==> src/rtl/xbus_pkg.sv <==
package xbus_pkg;

  typedef enum logic [2:0] {
    XB_IDLE,
    XB_ALE,
    XB_CMD,
    XB_MUXW,
    XB_TRIW
  } xb_state_e;

  typedef struct packed {
    logic wr;
    logic mux;
    logic tri_w;
    logic rdy_en;
    logic rdy_async;
  } xb_mode_t;

endpackage

==> src/rtl/xbus_rdy_sample.sv <==
module xbus_rdy_sample #(
  parameter int STAGES = 2
) (
  input  logic clk,
  input  logic rst_n,
  input  logic ready_n,
  input  logic use_async,
  output logic rdy_act
);
  logic [STAGES-1:0] sync_q;

  // synchronizer chain, reset to the inactive level
  always_ff @(posedge clk or negedge rst_n) begin
    if (!rst_n) sync_q <= '1;
    else        sync_q <= {sync_q[STAGES-2:0], ready_n};
  end

  assign rdy_act = use_async ? ~sync_q[STAGES-1] : ~ready_n;
endmodule

==> src/rtl/xbus_wait_ctr.sv <==
module xbus_wait_ctr #(
  parameter int WAIT_W  = 4,
  parameter int TMO_LIM = 255
) (
  input  logic              clk,
  input  logic              rst_n,
  input  logic              load,
  input  logic [WAIT_W-1:0] fixed_w,
  input  logic              in_cmd,
  input  logic              rdy_en,
  input  logic              rdy_act,
  output logic              term,
  output logic              tmo
);
  localparam int TW = $clog2(TMO_LIM + 1);
  localparam logic [TW-1:0] T_LAST = TW'(TMO_LIM - 1);

  logic [WAIT_W-1:0] wcnt_q, wcnt_d;
  logic [TW-1:0]     tcnt_q, tcnt_d;
  logic              smp, miss, cnt_en;

  assign smp    = in_cmd && (wcnt_q == '0);
  assign miss   = smp && rdy_en && !rdy_act;
  assign tmo    = miss && (tcnt_q == T_LAST);
  assign term   = smp && (!miss || tmo);
  assign cnt_en = load || in_cmd;

  always_comb begin
    wcnt_d = wcnt_q;
    tcnt_d = tcnt_q;
    if (load) begin
      wcnt_d = fixed_w;
      tcnt_d = '0;
    end else if (in_cmd && (wcnt_q != '0)) begin
      wcnt_d = wcnt_q - 1'b1;
    end else if (miss && !tmo) begin
      tcnt_d = tcnt_q + 1'b1;
    end
  end

  always_ff @(posedge clk or negedge rst_n) begin
    if (!rst_n) begin
      wcnt_q <= '0;
      tcnt_q <= '0;
    end else if (cnt_en) begin
      wcnt_q <= wcnt_d;
      tcnt_q <= tcnt_d;
    end
  end
endmodule

==> src/rtl/xbus_cycle_seq.sv <==
module xbus_cycle_seq
  import xbus_pkg::*;
#(
  parameter int AW = 16,
  parameter int DW = 16
) (
  input  logic          clk,
  input  logic          rst_n,
  input  logic          req_valid,
  output logic          req_ready,
  input  xb_mode_t      mode_in,
  input  logic [AW-1:0] req_addr,
  input  logic [DW-1:0] req_wdata,
  input  logic          term,
  input  logic          tmo,
  input  logic [DW-1:0] ad_in,
  output logic          load,
  output logic          in_cmd,
  output logic          rdy_en,
  output logic          rdy_async,
  output logic          done,
  output logic          err,
  output logic [DW-1:0] rdata,
  output logic          ale,
  output logic          rd_n,
  output logic          wr_n,
  output logic [AW-1:0] addr_out,
  output logic [DW-1:0] ad_out,
  output logic          ad_oe
);
  xb_state_e     st_q, st_d;
  xb_mode_t      mode_q, mode_sel;
  logic [AW-1:0] addr_q;
  logic [DW-1:0] wdat_q, rdat_q, ado_q, ado_d;
  logic          ale_q, rdn_q, wrn_q, oe_q, done_q, err_q;
  logic          ale_d, rdn_d, wrn_d, oe_d, strobe_d;
  logic          acc, cap_rd;

  assign req_ready = (st_q == XB_IDLE);
  assign acc       = req_ready && req_valid;
  assign load      = acc;
  assign in_cmd    = (st_q == XB_CMD);
  assign mode_sel  = acc ? mode_in : mode_q;
  assign cap_rd    = term && !mode_q.wr;

  // next-state decode
  always_comb begin
    st_d = st_q;
    case (st_q)
      XB_IDLE: if (req_valid) st_d = mode_in.mux ? XB_ALE : XB_CMD;
      XB_ALE:  st_d = XB_CMD;
      XB_CMD:  if (term) st_d = mode_q.mux ? XB_MUXW : (mode_q.tri_w ? XB_TRIW : XB_IDLE);
      XB_MUXW: st_d = mode_q.tri_w ? XB_TRIW : XB_IDLE;
      XB_TRIW: st_d = XB_IDLE;
      default: st_d = XB_IDLE;
    endcase
  end

  // pin values for the coming clock
  always_comb begin
    ale_d    = (st_d == XB_ALE);
    strobe_d = (st_d == XB_CMD);
    rdn_d    = !(strobe_d && !mode_sel.wr);
    wrn_d    = !(strobe_d && mode_sel.wr);
    oe_d     = ale_d || (strobe_d && mode_sel.wr);
    ado_d    = ale_d ? DW'(req_addr) : (acc ? req_wdata : wdat_q);
  end

  always_ff @(posedge clk or negedge rst_n) begin
    if (!rst_n) begin
      st_q   <= XB_IDLE;
      ale_q  <= 1'b0;
      rdn_q  <= 1'b1;
      wrn_q  <= 1'b1;
      oe_q   <= 1'b0;
      ado_q  <= '0;
      done_q <= 1'b0;
      err_q  <= 1'b0;
    end else begin
      st_q   <= st_d;
      ale_q  <= ale_d;
      rdn_q  <= rdn_d;
      wrn_q  <= wrn_d;
      oe_q   <= oe_d;
      ado_q  <= ado_d;
      done_q <= term;
      err_q  <= tmo;
    end
  end

  always_ff @(posedge clk or negedge rst_n) begin
    if (!rst_n) begin
      mode_q <= '0;
      addr_q <= '0;
      wdat_q <= '0;
    end else if (acc) begin
      mode_q <= mode_in;
      addr_q <= req_addr;
      wdat_q <= req_wdata;
    end
  end

  always_ff @(posedge clk or negedge rst_n) begin
    if (!rst_n)      rdat_q <= '0;
    else if (cap_rd) rdat_q <= ad_in;
  end

  assign rdy_en    = mode_q.rdy_en;
  assign rdy_async = mode_q.rdy_async;
  assign done      = done_q;
  assign err       = err_q;
  assign rdata     = rdat_q;
  assign ale       = ale_q;
  assign rd_n      = rdn_q;
  assign wr_n      = wrn_q;
  assign addr_out  = addr_q;
  assign ad_out    = ado_q;
  assign ad_oe     = oe_q;
endmodule

==> src/rtl/xbus_cycle_ctrl.sv <==
module xbus_cycle_ctrl
  import xbus_pkg::*;
#(
  parameter int AW       = 16,
  parameter int DW       = 16,
  parameter int WAIT_W   = 4,
  parameter int TMO_LIM  = 255,
  parameter int SYNC_STG = 2
) (
  input  logic              clk,
  input  logic              rst_n,
  input  logic              req_valid,
  output logic              req_ready,
  input  logic              req_write,
  input  logic [AW-1:0]     req_addr,
  input  logic [DW-1:0]     req_wdata,
  input  logic [WAIT_W-1:0] req_wait,
  input  logic              req_mux,
  input  logic              req_trwait,
  input  logic              req_rdy_en,
  input  logic              req_rdy_async,
  output logic              done,
  output logic              err,
  output logic [DW-1:0]     rdata,
  output logic              ale,
  output logic              rd_n,
  output logic              wr_n,
  output logic [AW-1:0]     addr_out,
  output logic [DW-1:0]     ad_out,
  output logic              ad_oe,
  input  logic [DW-1:0]     ad_in,
  input  logic              ready_n
);
  xb_mode_t mode_in;
  logic     load, in_cmd, rdy_en, rdy_async, rdy_act, term, tmo;

  always_comb begin
    mode_in.wr        = req_write;
    mode_in.mux       = req_mux;
    mode_in.tri_w     = req_trwait;
    mode_in.rdy_en    = req_rdy_en;
    mode_in.rdy_async = req_rdy_async;
  end

  xbus_rdy_sample #(.STAGES(SYNC_STG)) u_smp (
    .clk(clk), .rst_n(rst_n), .ready_n(ready_n),
    .use_async(rdy_async), .rdy_act(rdy_act)
  );

  xbus_wait_ctr #(.WAIT_W(WAIT_W), .TMO_LIM(TMO_LIM)) u_wctr (
    .clk(clk), .rst_n(rst_n), .load(load), .fixed_w(req_wait),
    .in_cmd(in_cmd), .rdy_en(rdy_en), .rdy_act(rdy_act),
    .term(term), .tmo(tmo)
  );

  xbus_cycle_seq #(.AW(AW), .DW(DW)) u_seq (
    .clk(clk), .rst_n(rst_n), .req_valid(req_valid), .req_ready(req_ready),
    .mode_in(mode_in), .req_addr(req_addr), .req_wdata(req_wdata),
    .term(term), .tmo(tmo), .ad_in(ad_in),
    .load(load), .in_cmd(in_cmd), .rdy_en(rdy_en), .rdy_async(rdy_async),
    .done(done), .err(err), .rdata(rdata),
    .ale(ale), .rd_n(rd_n), .wr_n(wr_n),
    .addr_out(addr_out), .ad_out(ad_out), .ad_oe(ad_oe)
  );
endmodule

==> config.mk <==
export PLATFORM = sky130hd
export DESIGN_NAME = xbus_cycle_ctrl
export DESIGN_NICKNAME = d
export VERILOG_FILES = /design/src/rtl/xbus_pkg.sv /design/src/rtl/xbus_rdy_sample.sv /design/src/rtl/xbus_wait_ctr.sv /design/src/rtl/xbus_cycle_seq.sv /design/src/rtl/xbus_cycle_ctrl.sv
export SDC_FILE = /design/constraint.sdc
export NUM_CORES = 1
export LEC_CHECK = 0
export ABC_AREA = 1
export BUFFER_PORTS_ARGS = -buffer_cell sky130_fd_sc_hd__buf_4
export CAP_MARGIN = 20
export CORE_UTILIZATION = 45
export CTS_CLUSTER_SIZE = 24
export DETAILED_ROUTE_END_ITERATION = 6
export PLACE_DENSITY = 0.72
export SETUP_SLACK_MARGIN = 0.05
export SYNTH_ARGS = -nofsm -noshare
export SYNTH_HDL_FRONTEND = slang
export SYNTH_SLANG_ARGS = --single-unit
==> constraint.sdc <==
create_clock -name clk -period 2.46 [get_ports clk]
set_input_delay 0.369 -clock clk [delete_from_list [all_inputs] [get_ports clk]]
set_output_delay 0.369 -clock clk [all_outputs]
set_load 0.01 [all_outputs]
# Yosys cells after proc, flatten, opt, wreduce, memory -nomap -nowiden
# Cells that the tools add are included.
# totals
regBits,92
out_inout_bits,55
# classes
eq_ne,7
mux,15
n_reduce_logical,28
n_addsub,2
bitwise_logic,2
# op_table
operator,n
16-bit 2-to-1 mux,2
8-bit 2-to-1 mux,3
3-bit 2-to-1 mux,4
3-bit one-hot mux with 4 select lines,1
1-bit logical AND,11
"3-bit by 2-bit equality test with 1-bit output, second input constant",3
"8-bit by 1-bit adder with 8-bit output, second input constant",1
"8-bit equality test, second input constant",1
4-bit 2-to-1 mux,2
1-bit logical NOT,7
"3-bit by 1-bit equality test with 1-bit output, second input constant",2
5-bit 2-to-1 mux,1
4-bit logical NOT,1
2-bit nonzero test,2
4-bit nonzero test,1
"4-bit by 1-bit subtractor with 4-bit output, second input constant",1
3-bit logical NOT,1
1-bit logical OR,3
3-bit AND reduction,1
2-bit 2-to-1 mux,1
"2-bit by 1-bit inequality test with 1-bit output, second input constant",1
1-bit NOT,2
2-bit AND reduction,1
1-bit 2-to-1 mux,1

# Depth between registers and ports, before layout
# depth
depth_word,12
ltp_mapped,12
mapped_depth_nobuf,11

# Hierarchy
# Synthesis repeated with hierarchy kept, for this count alone.
# unflattened
cells_unflattened,425
hier_area_um2,4088.9
# by_module_without_submodules
module,cells_each,area_each_um2,seq_area_each_um2,instances
xbus_cycle_seq,298,3189.3,1954.4,1
xbus_wait_ctr,119,824.5,300.3,1
xbus_rdy_sample,8,75.1,52.6,1

# Least setup slack after synthesis
# Ideal clock, no wire load.
# synth_timing
path_kind,flip-flop to flip-flop
start,register u_wctr.tcnt_q[0]
end,"register u_seq.rdat_q[10], in the netlist u_seq.rdata[10]"
path_stages_with_launch,11
path_slack_ps,980
t_arrival_ps,1363
cell_sequence,dfrtp_1 inv_1 ha_1 nand2_1 nor2_1 nand2_1 a21oi_2 nand2_1 buf_4 nand2_1 nand2_1
# synth_via
elab_chain_cells,5
# synth_rtl
element,line_no,source
from (decl),xbus_wait_ctr.sv:19,"logic [TW-1:0] tcnt_q, tcnt_d;"
from (signal assigned),xbus_wait_ctr.sv:47,tcnt_q <= tcnt_d;
8-bit equality test,xbus_wait_ctr.sv:24,assign tmo = miss && (tcnt_q == T_LAST);
1-bit logical AND,xbus_wait_ctr.sv:24,
1-bit logical OR,xbus_wait_ctr.sv:25,assign term = smp && (!miss || tmo);
1-bit logical AND,xbus_wait_ctr.sv:25,
1-bit logical AND,xbus_cycle_seq.sv:44,assign cap_rd = term && !mode_q.wr;
to (signal assigned),xbus_cycle_seq.sv:105,else if (cap_rd) rdat_q <= ad_in;
to (decl),xbus_cycle_seq.sv:34,"logic [DW-1:0] wdat_q, rdat_q, ado_q, ado_d;"
# No other way between the ends.
# A chain may end at the register's enable or synchronous reset.

# Worst setup path after layout
# layout_timing
start,register u_wctr.wcnt_q[0]
end,"register u_seq.rdat_q[10], in the netlist u_seq.rdata[10]"
# layout_via
elab_chain_cells,8
word_cells_on_any_way,9
cone_classes,9 x reduce/logical
# layout_rtl
element,line_no,source
from (decl),xbus_wait_ctr.sv:18,"logic [WAIT_W-1:0] wcnt_q, wcnt_d;"
from (signal assigned),xbus_wait_ctr.sv:46,wcnt_q <= wcnt_d;
4-bit logical NOT (*),xbus_wait_ctr.sv:22,assign smp = in_cmd && (wcnt_q == '0);
1-bit logical AND (*),xbus_wait_ctr.sv:22,
1-bit logical AND (2 in a row),xbus_wait_ctr.sv:23,assign miss = smp && rdy_en && !rdy_act;
1-bit logical NOT or 1-bit logical AND (tied branches),"xbus_wait_ctr.sv:25, xbus_wait_ctr.sv:24",
1-bit logical OR,xbus_wait_ctr.sv:25,
1-bit logical AND (*),xbus_wait_ctr.sv:25,
1-bit logical AND (*),xbus_cycle_seq.sv:44,
# Mark *: on every way between the ends. The rest lies on a longest branch, timed or not.

==> results.toml <==
[power_and_ir_drop]
ir_drop_mv = 0.6421
p_comb_frac = 0.379
p_sw_uw = 2034
intPower_uw = 3782
pwr_density_cell_nw_per_um2 = 1179
p_leak_uw = 0.002685
clock_power_share = 0.204
p_sw_frac = 0.3497
seq_power_share = 0.418
total_power_uw = 5815

[min_path]
min_to = "u_smp.sync_q[0]"
worst_hold_path_type = "input port to register"
hold_start = "ready_n"
hold-path-cell-count = 1

[cells_and_area]
final_cell_count_no_fill = 634
nets = 593
syn_to_final_growth_pct = 31.52
diodes = 0
drive_above_1_share = 0.2838

[run_status]
status = "finished clean"

[place]
gp_congestion = 0.7838
io_buffers = 115
hpwl_mm = 5.533
placed_cells = 618

[worst_setup_path]
cpLargestDelayFamily = "simple AND/OR/NAND/NOR gates"
crit_fanout = 16
worst-setup-path-type = "register to register"
worst-path-buf-inv = 1
end_kind = "register"
cp_slowest_cell = "dfrtp_1"
worstRegToRegCells = 9
reg2reg_setup_slack_ns = 0.55
r2r-start = "u_wctr.wcnt_q[0]"
arrival_ns = 2.15
cp.required_ns = 2.70
worstPathCellList = "inv_1, ha_1, nand2_1, nor2_1, nand2_1, a21oi_2, nand2_1, nand2_1, nand2_1"
startpoint_type = "register"
r2r_end = "u_seq.rdata[10]"
path_common_cell = "nand2_1"
slowest_delay_ns = 0.41

[synth]
synthCells = 413
synth_xor_xnor_area_share = 0.002335
ys_warn_count = 0
synth_top_cell_by_area = "dfrtp_1"
syn_area_per_cell_um2 = 9.083
synth_fa_ha_area_frac = 0.01334
synth-simple-area-share = 0.2362
synth.top_cells.by_area = "dfrtp_1, nand2_1, o21ai_0"
ys_seq_area_frac = 0.6151
ys.flop_type = "dfrtp_1"
synth_top_area_share = 0.5871
synth_cell_types = 32
async_flop_share = 1.000
synthesis.nets = 478
syn_area_um2 = 3751
synth_compound_area_frac = 0.07238
synth-edff-count = 0
synth_top_family_by_area = "simple AND/OR/NAND/NOR gates"
synth.area.mux_share = 0
synth-seq-cells = 92

[run]
max_cap_violations = 0

[route]
drt_iter0_drc = 134
routedWlPerCell_um = 12.53
vias = 3062
ant_nets = 0
drc = 0
drt-pass1-iter-count = 4
routed_wl_mm = 7.944
viasPerCell = 4.830

[clock_tree]
worst_skew_pair.late_latency_ns = 0.35
cts.clk_slew.worst_paths_ns = 0.09
htree_num_levels = 3
ctsResizeCount = 0
clkSinkCount = 92
clock_path_buffers = 2
cts_tree = "built"
root_buffer = "clkbuf_8"
cts_buffers = 9

[timing]
setup_viol = 0
fmax_mhz = 524.2
timing.hold.ws_ns = 0.1335
finalHoldViolations = 0
fin_crit_ns = 1.908
drv_slew = 0
rsz0062_at_grt = "no"
fin_crit_sh = 0.7754
finClkSkew_ns = 0.01408
slew_headroom = 0.6457
finalSetupTns_ns = 0
tightest_slew_ns = 0.5302

[global_route]
antenna_found_initial = 0
grt_pass1_wl_mm = 13.25
grt_overflow = 0
grt_pass1_vias = 2949
grtUsageTotal = 0.1951
grt_max_degree = 58

[floorplan]
fp-row-count = 32
die_x_um = 93.30
initial_core_util = 0.4756
die_h_um = 93.30
dieArea_um2 = 8705
core-area_um2 = 7888
ioPinCount = 116
-- kinds of logic after synthesis --
family	Yosys count
buf+inv	51
flops	92
simple gates	214
xor+xnor	1
compound gates	51
fa+ha+maj	4
-- area by class of cell --
| class | count | area (um^2) |
|---|---|---|
| repair buffers | 120 | 915.9 |
| clock buffers | 9 | 123.9 |
| fillers | 682 | 2954 |
| flip-flops and latches | 92 | 2307 |
| inverters | 35 | 131.4 |
| clock inverters | 6 | 111.4 |
| multi-input cells | 270 | 1216 |
| well taps | 102 | 127.6 |
-- worst max path at each step --
stage / from / to / cells past startpoint
final: u_wctr.wcnt_q[0] / u_seq.rdata[10] / 9
after global routing: u_wctr.wcnt_q[0] / u_seq.rdata[4] / 9
after CTS: u_wctr.wcnt_q[0] / u_seq.rdata[10] / 9
after detailed placement: u_wctr.wcnt_q[0] / u_seq.rdata[10] / 9
after global placement: u_wctr.tcnt_q[0] / u_seq.rdata[13] / 9
after floorplan: u_wctr.tcnt_q[0] / u_seq.rdata[10] / 10
-- worst register-to-register path, stage by stage (launching register included) --
cell,delay (ns)
dfrtp_1,0.41
inv_1,0.11
ha_1,0.18
nand2_1,0.06
nor2_1,0.09
nand2_1,0.10
a21oi_2,0.24
nand2_1,0.38
nand2_1,0.18
nand2_1,0.06
-- cells in the mapped netlist, types with 2 or more instances --
master and instances:
buf_4 3, nand2_2 3, o21ai_0 41, nand3_1 30, buf_2 6, nand2_1 154, inv_1 30, a21oi_1 5
clkbuf_1 5, inv_2 4, nor3_1 2, ha_1 4, nor2_1 17, dfstp_2 4, dfrtp_1 88
-- timing repair --
item	4_1_cts	5_1_grt
setup endpoints to repair	0	0
hold endpoints to repair	32	0
buffers inserted	0	0
hold buffers	1	0
-- sequential cells by signal, indices dropped and copies added (netlist names), 2 cells and up --
name	count
u_seq.mode_q	3
u_seq.st_q	3
u_seq.addr_out	16
u_wctr.wcnt_q	4
u_smp.sync_q	2
u_seq.wdat_q	16
u_seq.rdata	16
u_seq.ad_out	16
u_wctr.tcnt_q	8
-- through the flow --
step           setup WS, ns  utilization  cell area (um^2)
2_1_floorplan        0.9804            -              3751
3_3_place_gp         0.6766       0.5944              4688
3_5_place_dp         0.5506       0.5944              4688
4_1_cts              0.5283       0.6255              4933
5_1_grt              0.3294       0.6255              4933
6_report             0.5525       0.6255              4933
-- routing by layer --
metal,vias up,GRT usage,wire length (um)
met5,-,0,0
met4,0,0.06667,119
met3,14,0.06260,670
met2,103,0.3156,3675
met1,1423,0.2474,3478
li1,1522,-,-
-- placed cells by master, fill, tap and decap left out, types with 2 or more instances in the layout --
master	synthesis	layout
a21oi_1	5	5
buf_4	3	118
bufinv_16	0	3
clkbuf_8	1	9
dfrtp_1	88	88
dfstp_2	4	4
ha_1	4	4
inv_1	30	30
inv_2	4	4
nand2_1	154	154
nand2_2	3	3
nand3_1	30	30
nor2_1	17	17
nor3_1	2	2
o21ai_0	41	41
-- power by group through the flow --
stage	clock network [uW]	registers, uW	logic [uW]
final	1190	2430	2200
after global routing	1280	2500	2480
after CTS	1220	2430	2240
after detailed placement	0	2450	2230
after global placement	0	2450	2150
after floorplan	0	2620	1060
No activity file was read; power rests on OpenSTA's default activity.
